**config.mk**
```make
export PLATFORM = sky130hd
export DESIGN_NAME = sr_deser_rx
export DESIGN_NICKNAME = d
export VERILOG_FILES = /design/src/rtl/sr_rx_pkg.sv /design/src/rtl/sr_rx_sync.sv /design/src/rtl/sr_rx_shift.sv /design/src/rtl/sr_rx_regs.sv /design/src/rtl/sr_deser_rx.sv
export SDC_FILE = /design/constraint.sdc
export NUM_CORES = 1
export LEC_CHECK = 0
export BUFFER_PORTS_ARGS = -buffer_cell sky130_fd_sc_hd__buf_2
export CAP_MARGIN = 10
export CELL_PAD_IN_SITES_DETAIL_PLACEMENT = 1
export CELL_PAD_IN_SITES_GLOBAL_PLACEMENT = 1
export CORE_MARGIN = 2
export CORE_UTILIZATION = 46
export DETAILED_ROUTE_END_ITERATION = 12
export GPL_ROUTABILITY_DRIVEN = 0
export GPL_TIMING_DRIVEN = 0
export PLACE_DENSITY = 0.9
export SETUP_SLACK_MARGIN = 0.05
export SYNTH_ARGS = -nofsm -noshare
export SYNTH_HDL_FRONTEND = slang
export SYNTH_SLANG_ARGS = --single-unit
```
**constraint.sdc**
```tcl
create_clock -name clk_i -period 4.8 [get_ports clk_i]
set_clock_uncertainty 0.05 [all_clocks]
set_input_delay 0.48 -clock clk_i [delete_from_list [all_inputs] [get_ports clk_i]]
set_output_delay 0.48 -clock clk_i [all_outputs]
set_load 0.05 [all_outputs]
```
**src/rtl/sr_rx_pkg.sv**
```systemverilog
package sr_rx_pkg;
  typedef enum logic [2:0] {
    RA_CTRL  = 3'd0,
    RA_SYNC  = 3'd1,
    RA_LEN   = 3'd2,
    RA_BUF   = 3'd3,
    RA_RCNT  = 3'd4,
    RA_FLAGS = 3'd5
  } rx_reg_e;

  localparam int FL_FULL = 0;
  localparam int FL_EOP  = 1;
  localparam int FL_OVR  = 2;
  localparam int FL_HUNT = 3;

  // bit 0 invert, bit 1 full irq enable, bit 2 eop irq enable, bit 3 bypass
  typedef struct packed {
    logic bypass;
    logic ie_eop;
    logic ie_full;
    logic invert;
  } rx_ctrl_t;
endpackage

```
**src/rtl/sr_rx_sync.sv**
```systemverilog
module sr_rx_sync #(
  parameter int PAT_W = 8,
  localparam int FILL_W = $clog2(PAT_W)
) (
  input  logic             clk_i,
  input  logic             rst_ni,
  input  logic             bit_stb_i,
  input  logic             bit_val_i,
  input  logic             arm_i,
  input  logic             enable_i,
  input  logic [PAT_W-1:0] pattern_i,
  output logic             match_o
);
  logic [PAT_W-1:0]  hist_q, hist_nx;
  logic [FILL_W-1:0] fill_q;
  logic              primed;

  // newest bit enters at the top, so bit 0 holds the oldest of the window
  assign hist_nx = {bit_val_i, hist_q[PAT_W-1:1]};
  assign primed  = (fill_q == FILL_W'(PAT_W - 1));
  assign match_o = enable_i && bit_stb_i && !arm_i && primed && (hist_nx == pattern_i);

  always_ff @(posedge clk_i or negedge rst_ni) begin
    if (!rst_ni) begin
      hist_q <= '0;
      fill_q <= '0;
    end else if (arm_i) begin
      hist_q <= '0;
      fill_q <= '0;
    end else if (enable_i && bit_stb_i) begin
      hist_q <= hist_nx;
      if (!primed) fill_q <= fill_q + 1'b1;
    end
  end
endmodule

```
**src/rtl/sr_rx_shift.sv**
```systemverilog
module sr_rx_shift #(
  parameter int BUF_W    = 16,
  parameter int DEF_BITS = 8,
  localparam int IDX_W = $clog2(BUF_W),
  localparam int CNT_W = IDX_W + 1
) (
  input  logic             clk_i,
  input  logic             rst_ni,
  input  logic             bit_stb_i,
  input  logic             bit_val_i,
  input  logic             eop_i,
  input  logic             run_i,
  input  logic [IDX_W-1:0] len_m1_i,
  output logic             cap_valid_o,
  output logic [BUF_W-1:0] cap_data_o,
  output logic [CNT_W-1:0] eop_bits_o,
  output logic [IDX_W-1:0] bit_cnt_o,
  output logic [IDX_W-1:0] len_m1_o
);
  logic [IDX_W-1:0] cnt_q, len_q, len_eff;
  logic [BUF_W-1:0] sh_q, merged;
  logic             take, done;

  // word length is frozen from the first bit of each word
  assign len_eff = (cnt_q == '0) ? len_m1_i : len_q;
  assign take    = bit_stb_i && run_i && !eop_i;
  assign done    = take && (cnt_q == len_eff);
  assign merged  = sh_q | ({{(BUF_W-1){1'b0}}, bit_val_i} << cnt_q);

  assign cap_valid_o = done || (eop_i && (cnt_q != '0));
  assign cap_data_o  = done ? merged : sh_q;
  assign eop_bits_o  = {1'b0, cnt_q};
  assign bit_cnt_o   = cnt_q;
  assign len_m1_o    = len_eff;

  always_ff @(posedge clk_i or negedge rst_ni) begin
    if (!rst_ni) begin
      cnt_q <= '0;
      sh_q  <= '0;
      len_q <= IDX_W'(DEF_BITS - 1);
    end else begin
      if (cnt_q == '0) len_q <= len_m1_i;
      if (eop_i || done) begin
        cnt_q <= '0;
        sh_q  <= '0;
      end else if (take) begin
        cnt_q <= cnt_q + 1'b1;
        sh_q  <= merged;
      end
    end
  end
endmodule

```
**src/rtl/sr_rx_regs.sv**
```systemverilog
module sr_rx_regs
  import sr_rx_pkg::*;
#(
  parameter int REG_W    = 16,
  parameter int BUF_W    = 16,
  parameter int PAT_W    = 8,
  parameter int DEF_BITS = 8,
  localparam int IDX_W = $clog2(BUF_W),
  localparam int CNT_W = IDX_W + 1
) (
  input  logic             clk_i,
  input  logic             rst_ni,
  input  logic [2:0]       addr_i,
  input  logic             wr_i,
  input  logic [REG_W-1:0] wdata_i,
  input  logic             rd_i,
  output logic [REG_W-1:0] rdata_o,
  input  logic             cap_valid_i,
  input  logic [BUF_W-1:0] cap_data_i,
  input  logic             eop_i,
  input  logic [CNT_W-1:0] eop_bits_i,
  input  logic             hunt_i,
  output rx_ctrl_t         ctrl_o,
  output logic [PAT_W-1:0] pattern_o,
  output logic [IDX_W-1:0] len_m1_o,
  output logic             irq_o
);
  rx_ctrl_t         ctrl_q;
  logic [PAT_W-1:0] pat_q;
  logic [IDX_W-1:0] len_q;
  logic [BUF_W-1:0] buf_q;
  logic [CNT_W-1:0] rcnt_q;
  logic             full_q, eopf_q, ovr_q;
  logic             wr_flags, full_clr;
  logic [2:0]       w1c;

  assign wr_flags = wr_i && (addr_i == RA_FLAGS);
  assign w1c      = wr_flags ? wdata_i[2:0] : 3'b000;
  assign full_clr = w1c[FL_FULL] || (rd_i && (addr_i == RA_BUF));

  always_ff @(posedge clk_i or negedge rst_ni) begin
    if (!rst_ni) begin
      ctrl_q <= '0;
      pat_q  <= '0;
      len_q  <= IDX_W'(DEF_BITS - 1);
      buf_q  <= '0;
      rcnt_q <= '0;
      full_q <= 1'b0;
      eopf_q <= 1'b0;
      ovr_q  <= 1'b0;
    end else begin
      if (wr_i && (addr_i == RA_CTRL)) ctrl_q <= rx_ctrl_t'(wdata_i[3:0]);
      if (wr_i && (addr_i == RA_SYNC)) pat_q  <= wdata_i[PAT_W-1:0];
      if (wr_i && (addr_i == RA_LEN))  len_q  <= wdata_i[IDX_W-1:0];
      if (cap_valid_i) buf_q <= cap_data_i;
      if (eop_i) rcnt_q <= eop_bits_i;

      if (cap_valid_i)   full_q <= 1'b1;
      else if (full_clr) full_q <= 1'b0;

      if (eop_i)            eopf_q <= 1'b1;
      else if (w1c[FL_EOP]) eopf_q <= 1'b0;

      if (cap_valid_i && full_q && !full_clr) ovr_q <= 1'b1;
      else if (w1c[FL_OVR])                   ovr_q <= 1'b0;
    end
  end

  always_comb begin
    rdata_o = '0;
    case (addr_i)
      RA_CTRL:  rdata_o = REG_W'(ctrl_q);
      RA_SYNC:  rdata_o = REG_W'(pat_q);
      RA_LEN:   rdata_o = REG_W'(len_q);
      RA_BUF:   rdata_o = REG_W'(buf_q);
      RA_RCNT:  rdata_o = REG_W'(rcnt_q);
      RA_FLAGS: rdata_o = REG_W'({hunt_i, ovr_q, eopf_q, full_q});
      default:  rdata_o = '0;
    endcase
  end

  assign ctrl_o    = ctrl_q;
  assign pattern_o = pat_q;
  assign len_m1_o  = len_q;
  assign irq_o     = (full_q && ctrl_q.ie_full) || (eopf_q && ctrl_q.ie_eop);
endmodule

```
**src/rtl/sr_deser_rx.sv**
```systemverilog
module sr_deser_rx
  import sr_rx_pkg::*;
#(
  parameter int REG_W    = 16,
  parameter int BUF_W    = 16,
  parameter int PAT_W    = 8,
  parameter int DEF_BITS = 8,
  localparam int IDX_W = $clog2(BUF_W),
  localparam int CNT_W = IDX_W + 1
) (
  input  logic             clk_i,
  input  logic             rst_ni,
  input  logic             bit_i,
  input  logic             bit_stb_i,
  input  logic             eop_i,
  input  logic [2:0]       reg_addr_i,
  input  logic             reg_wr_i,
  input  logic [REG_W-1:0] reg_wdata_i,
  input  logic             reg_rd_i,
  output logic [REG_W-1:0] reg_rdata_o,
  output logic             irq_o
);
  rx_ctrl_t         ctrl;
  logic [PAT_W-1:0] pattern;
  logic [IDX_W-1:0] len_m1, len_active, bit_cnt;
  logic [BUF_W-1:0] cap_data;
  logic [CNT_W-1:0] eop_bits;
  logic             bit_v, match, hunting_q, searching, run, cap_valid;

  assign bit_v     = bit_i ^ ctrl.invert;
  assign searching = hunting_q && !ctrl.bypass;
  assign run       = !hunting_q || ctrl.bypass;

  always_ff @(posedge clk_i or negedge rst_ni) begin
    if (!rst_ni)    hunting_q <= 1'b1;
    else if (eop_i) hunting_q <= 1'b1;
    else if (match) hunting_q <= 1'b0;
  end

  sr_rx_sync #(.PAT_W(PAT_W)) sync_i (
    .clk_i     (clk_i),
    .rst_ni    (rst_ni),
    .bit_stb_i (bit_stb_i),
    .bit_val_i (bit_v),
    .arm_i     (eop_i),
    .enable_i  (searching),
    .pattern_i (pattern),
    .match_o   (match)
  );

  sr_rx_shift #(.BUF_W(BUF_W), .DEF_BITS(DEF_BITS)) shift_i (
    .clk_i       (clk_i),
    .rst_ni      (rst_ni),
    .bit_stb_i   (bit_stb_i),
    .bit_val_i   (bit_v),
    .eop_i       (eop_i),
    .run_i       (run),
    .len_m1_i    (len_m1),
    .cap_valid_o (cap_valid),
    .cap_data_o  (cap_data),
    .eop_bits_o  (eop_bits),
    .bit_cnt_o   (bit_cnt),
    .len_m1_o    (len_active)
  );

  sr_rx_regs #(
    .REG_W(REG_W), .BUF_W(BUF_W), .PAT_W(PAT_W), .DEF_BITS(DEF_BITS)
  ) regs_i (
    .clk_i       (clk_i),
    .rst_ni      (rst_ni),
    .addr_i      (reg_addr_i),
    .wr_i        (reg_wr_i),
    .wdata_i     (reg_wdata_i),
    .rd_i        (reg_rd_i),
    .rdata_o     (reg_rdata_o),
    .cap_valid_i (cap_valid),
    .cap_data_i  (cap_data),
    .eop_i       (eop_i),
    .eop_bits_i  (eop_bits),
    .hunt_i      (searching),
    .ctrl_o      (ctrl),
    .pattern_o   (pattern),
    .len_m1_o    (len_m1),
    .irq_o       (irq_o)
  );
endmodule

```
After elaboration in Yosys (flattened, before gate mapping). Cells that the tools add are included.

Reduce and logical (&&, ||, !) cells: 37. Bitwise logic cells: 2. Equality and inequality tests: 9. Add/subtract/negate cells: 2. Shift-type cells: 1. Mux-type cells: 21.

Operators with widths (number): 16-bit one-hot mux with 6 select lines (1); 16-bit two-way mux (3); 1-bit logical AND (18); 8-bit two-way mux (2); 16-bit OR (1); 1-bit by 4-bit << shifter with 16-bit output (1); 3-bit two-way mux (4); 4-bit two-way mux (3); 2-bit nonzero test (6); 3-bit == test (second input constant) (3); 8-bit == test (1); 1-bit two-way mux (8); 3-bit by 2-bit == test with 1-bit output (second input constant) (2); 1-bit logical OR (5); 4-bit by 1-bit adder with 4-bit output (second input constant) (1); 4-bit == test (1); 1-bit logical NOT (4); 4-bit logical NOT (1); 4-bit nonzero test (1); 3-bit by 1-bit adder with 3-bit output (second input constant) (1); 3-bit by 1-bit == test with 1-bit output (second input constant) (1); 3-bit logical NOT (1); 2-bit inequality test (second input constant) (1); 2-bit AND reduction (1); 1-bit XOR (1).

Flip-flop bits (word level): 75. Input port bits: 26. Word-level logic and storage cells: 89. Output and inout bits: 17.

Longest topological paths before layout.
Depth after elaboration: 9. Gate-level depth with buffers: 10.

Modules after synthesis. Synthesis repeated with hierarchy kept, for this count alone.

Cells, all modules: 363. Area total of the unflattened synthesis: 4140.2 um2.

By module, submodules not included: sr_rx_regs (times used 1, seq. area each 1004.7 um2, cells an instance 147, area an instance 1960.6 um2); sr_rx_shift (times used 1, seq. area each 604.3 um2, cells an instance 154, area an instance 1557.7 um2); sr_rx_sync (times used 1, seq. area each 250.2 um2, cells an instance 56, area an instance 558.0 um2); sr_deser_rx (times used 1, seq. area each 26.3 um2, cells an instance 6, area an instance 63.8 um2).

Worst setup path before layout. Ideal clock, no wire load.

Path type: register to register. Start point: reg shift_i.cnt_q[1] (netlist: shift_i.bit_cnt_o[1]). End point: reg regs_i.buf_q[6]. Path buffers: 3. Arrival: 2.403 ns. Period minus slack after synthesis: 2.587 ns. Cell stages (with the launch flop): 11. Path slack: 2.213 ns. Cell sequence: dfrtp_1 clkbuf_1 inv_1 ha_1 nor3b_4 nor2_2 a2111oi_4 and3_1 buf_4 buf_8 a211oi_2.

Word-level cells in the longest chain between the ends: 5. Elaborated cells on any way between the ends: 10.

Ends and longest elaborated chain: start, declared (line sr_rx_shift.sv:20) `logic [IDX_W-1:0] cnt_q, len_q, len_eff;`; start signal, assigned (line sr_rx_shift.sv:47) `cnt_q <= cnt_q + 1'b1;`; 4-bit logical NOT (line sr_rx_shift.sv:25) `assign len_eff = (cnt_q == '0) ? len_m1_i : len_q;`; 4-bit two-way mux (line sr_rx_shift.sv:25); 4-bit == test (line sr_rx_shift.sv:27) `assign done = take && (cnt_q == len_eff);`; 1-bit logical AND (line sr_rx_shift.sv:27); 16-bit two-way mux / 1-bit logical OR (equally long branches) (line sr_rx_shift.sv:31, sr_rx_shift.sv:30); end signal, assigned (line sr_rx_regs.sv:55) `if (cap_valid_i) buf_q <= cap_data_i;`; end, declared (line sr_rx_regs.sv:31) `logic [BUF_W-1:0] buf_q;`.

Several ways; a longest one is shown, not always the timed one. A chain may end at the register's enable or synchronous reset.

Final worst setup path.
Start point: reg shift_i.cnt_q[1] (netlist: shift_i.bit_cnt_o[1]). End point: reg regs_i.buf_q[8].

Same word-level chain as after synthesis.

==> metrics.txt <==
outcome=finished clean; overall via count from detail_route=between 3000 and 4000; number of synthesized flops with an enable pin=0; DP Wirelength=roughly 8000 um; warnings from Yosys=0; initial core utilization=0.465; Final Hold Fails=0; WS Path Type=reg2reg; Reg clk slew, reported paths=0.08 ns; die area=9450 um^2; Synth Area in Adders=0.0125; syn_nets=423; Area Overhead vs Synth=12.8%; Vert. Die Dim=between 90 and 100 um; post-synth top area cell=dfrtp_1; vias in the first global route=about 3600; area of the multi-input gates=~2000 um^2; worst endpoint required time=5.01 ns; Seq. cell area=~1900 um^2; diode count=0; synthesized netlist cell count=approximately 400; unrepaired setup endpoints after global routing=false; Worst VDD drop=~0.15 mV; drt first-iter violations=around 160; via-per-instance ratio=5.96; Slew headroom=0.380; synth top area cells=dfrtp_1, mux2_2, a21oi_1, dfstp_2, nor2_1; largest family of logic cells by synthesized area=compound AO/OA/AOI/OAI gates; drt drc=0; Final Critical Period=3.23 ns; Post-CTS Resized=0; Site Rows=34; Bufs on Longest Clock Path=2; Placed Area=~4300 um^2; initial antenna violation count=0; Top Ports=43; Post-Layout Cell Count=between 500 and 600; post-synthesis mux area share=0.104; worst min-delay path class=in2async; H-tree depth=3; first-pass GRT wire length=19200 um; Setup Fix Bufs, Post-CTS=0; Synth cell types=between 40 and 50; clock sink count=between 70 and 80; Post-Synth XOR/XNOR Area=0.0369; pwr/cell area=roughly 450 nW/um^2; Layout Nets=roughly 470; FFs w/ async S/R, synth=1.00; final WL=between 10000 and 15000 um; Placed Instances=approximately 540; #FFs+latches synth=74; TritonRoute pass-1 iters=5; wire per inst=roughly 21 um; grt ovf=0; Lkg Pwr=roughly 2.0 nW; area share of the largest cell type after synthesis=0.419; Setup crit end kind=flop; synthesized area per cell=roughly 10 um^2; crit share post-route=0.674; Setup TNS=0 ns; maxcap violations=0; Setup Viol. Count Final=0; core box area=8590 um^2; crit path launch type=flop; Mapped Area=~4000 um^2; Max Fclk=between 0.3 and 0.4 GHz; Inserted Clock Buffers=9; Synth Area in Simple Gates=0.168; fraction of layout cells with a size suffix above 1=0.233; Port Buffers=34; compound-cell area share of the yosys netlist=0.171; Most used DFF post-synth=dfrtp_1; CTS Hold Buffers Added=0; Arr. time, crit path=roughly 3.5 ns; Pwr Total=a little over 2 mW; CTS tree=built; Slew @ Worst Pin=0.930 ns; largest net degree at the start of global routing=between 70 and 80; die width=approximately 97 um; Max Transition Viols Final=0; # fillers=986; Final ANT Viol Nets=0; worst skew pair latency=0.36 ns; sequential share of the synthesized area=0.465; Max FO, Critical Path=10; clk root buf=clkbuf_8; GRT Util Overall=0.257; final instance area=~4500 um^2
==> synth_stat cells (4+ instances only) <==
cell and instances:
buf_1 5, mux2_2 24, a311oi_1 16, o22ai_1 4, mux2i_1 10, and3_1 4, nor3_1 9, a211oi_2 10
nor2_1 47, nand2_1 25, dfstp_2 7, inv_1 7, dfrtp_1 67, o21ai_0 4, xor2_1 11, nor2b_1 24
a211oi_1 6, xnor2_1 4, clkbuf_1 17, ha_1 4, and2_1 11, a21oi_1 42
==> per-stage QoR <==
step                hold WS, ns  worst slack (ns)  utilization
detailed placement        0.448              1.66        0.501
global placement          0.428              1.77        0.501
CTS                       0.248              1.56        0.525
finish                    0.198              1.57        0.525
global route              0.292              1.27        0.525
floorplan                 0.134              2.21            -
==> registers in the layout, summed over array words and instances, names as in the netlist, 3 cells and up <==
signal	cells
regs_i.buf_q	16
regs_i.ctrl_o	4
regs_i.len_m1_o	4
regs_i.pattern_o	8
regs_i.rcnt_q	4
shift_i.bit_cnt_o	4
shift_i.len_q	4
shift_i.sh_q	16
sync_i.fill_q	3
sync_i.hist_q	7
==> critical path, stage by stage (launching register included) <==
cell	delay, ns
dfrtp_1	0.38
clkbuf_1	0.24
inv_1	0.27
ha_1	0.24
nor3b_4	0.53
mux2i_1	0.44
xnor2_2	0.21
and3_1	0.23
buf_4	0.18
buf_8	0.16
a211oi_2	0.21
==> where the power goes <==
part	internal, mW	switching (mW)	leakage, nW	total [mW]
Clock	0.280	0.237	0.106	0.516
Sequential	0.764	0.112	0.933	0.876
Combinational	0.237	0.383	0.992	0.619
Total	1.28	0.732	2.03	2.01
==> metal layers <==
layer / wire length, um / global-route usage
met5: 0 / 0
met4: 390 / 0.134
met3: 431 / 0.0353
met2: 5930 / 0.435
met1: 4850 / 0.323
==> placed cells by master, fill, tap and decap left out, types with 2 or more instances in the layout <==
master	n
dfrtp_1	67
nor2_1	47
a21oi_1	42
buf_2	33
nand2_1	25
nor2b_1	24
mux2_2	24
clkbuf_1	18
a311oi_1	16
clkbuf_8	12
and2_1	11
xor2_1	11
mux2i_1	10
a211oi_2	10
nor3_1	9
inv_1	7
dfstp_2	7
a211oi_1	6
buf_1	5
o22ai_1	4
o21ai_0	4
xnor2_1	4
buf_4	4
and3_1	4
ha_1	4
nand2b_1	3
a22oi_1	3
nor3b_1	3
mux4_2	2
a21o_1	2
buf_6	2
nand4_1	2
nor4_1	2
==> cell families (layout without fill, tap and decap cells) <==
family	Yosys count	after routing
and+or+nand+nor	134	134
AOI/OAI and AO/OA	94	94
DFF	74	74
muxes	36	36
buffers and inverters	35	84
xor gates and xnor gates	16	16
adders and majority gates	4	4
==> path summary, 6_finish.rpt <==
kind	to	start	slack, ns	depth (start not counted)
worst max-delay path	regs_i.buf_q[8]	shift_i.bit_cnt_o[1]	1.57	10
worst min-delay path	regs_i.pattern_o[3]	rst_ni	0.20	1
worst max register to register	regs_i.buf_q[8]	shift_i.bit_cnt_o[1]	1.57	10
worst min register to register	hunting_q	hunting_q	0.46	1
max in group asynchronous	regs_i.buf_q[14]	rst_ni	3.89	1
min in group clk_i	regs_i.pattern_o[5]	reg_wdata_i[5]	0.30	2
==> final cells by class <==
type	instances	share of cell area
clock inverter	2	0.00777
buffer	28	0.0316
inverter	7	0.00583
clock buffer	13	0.0374
tap	108	0.0300
multi-input combinational	284	0.437
sequential	74	0.412
timing repair buffer	34	0.0383
Note: power is estimated with default switching activity, not from simulation.
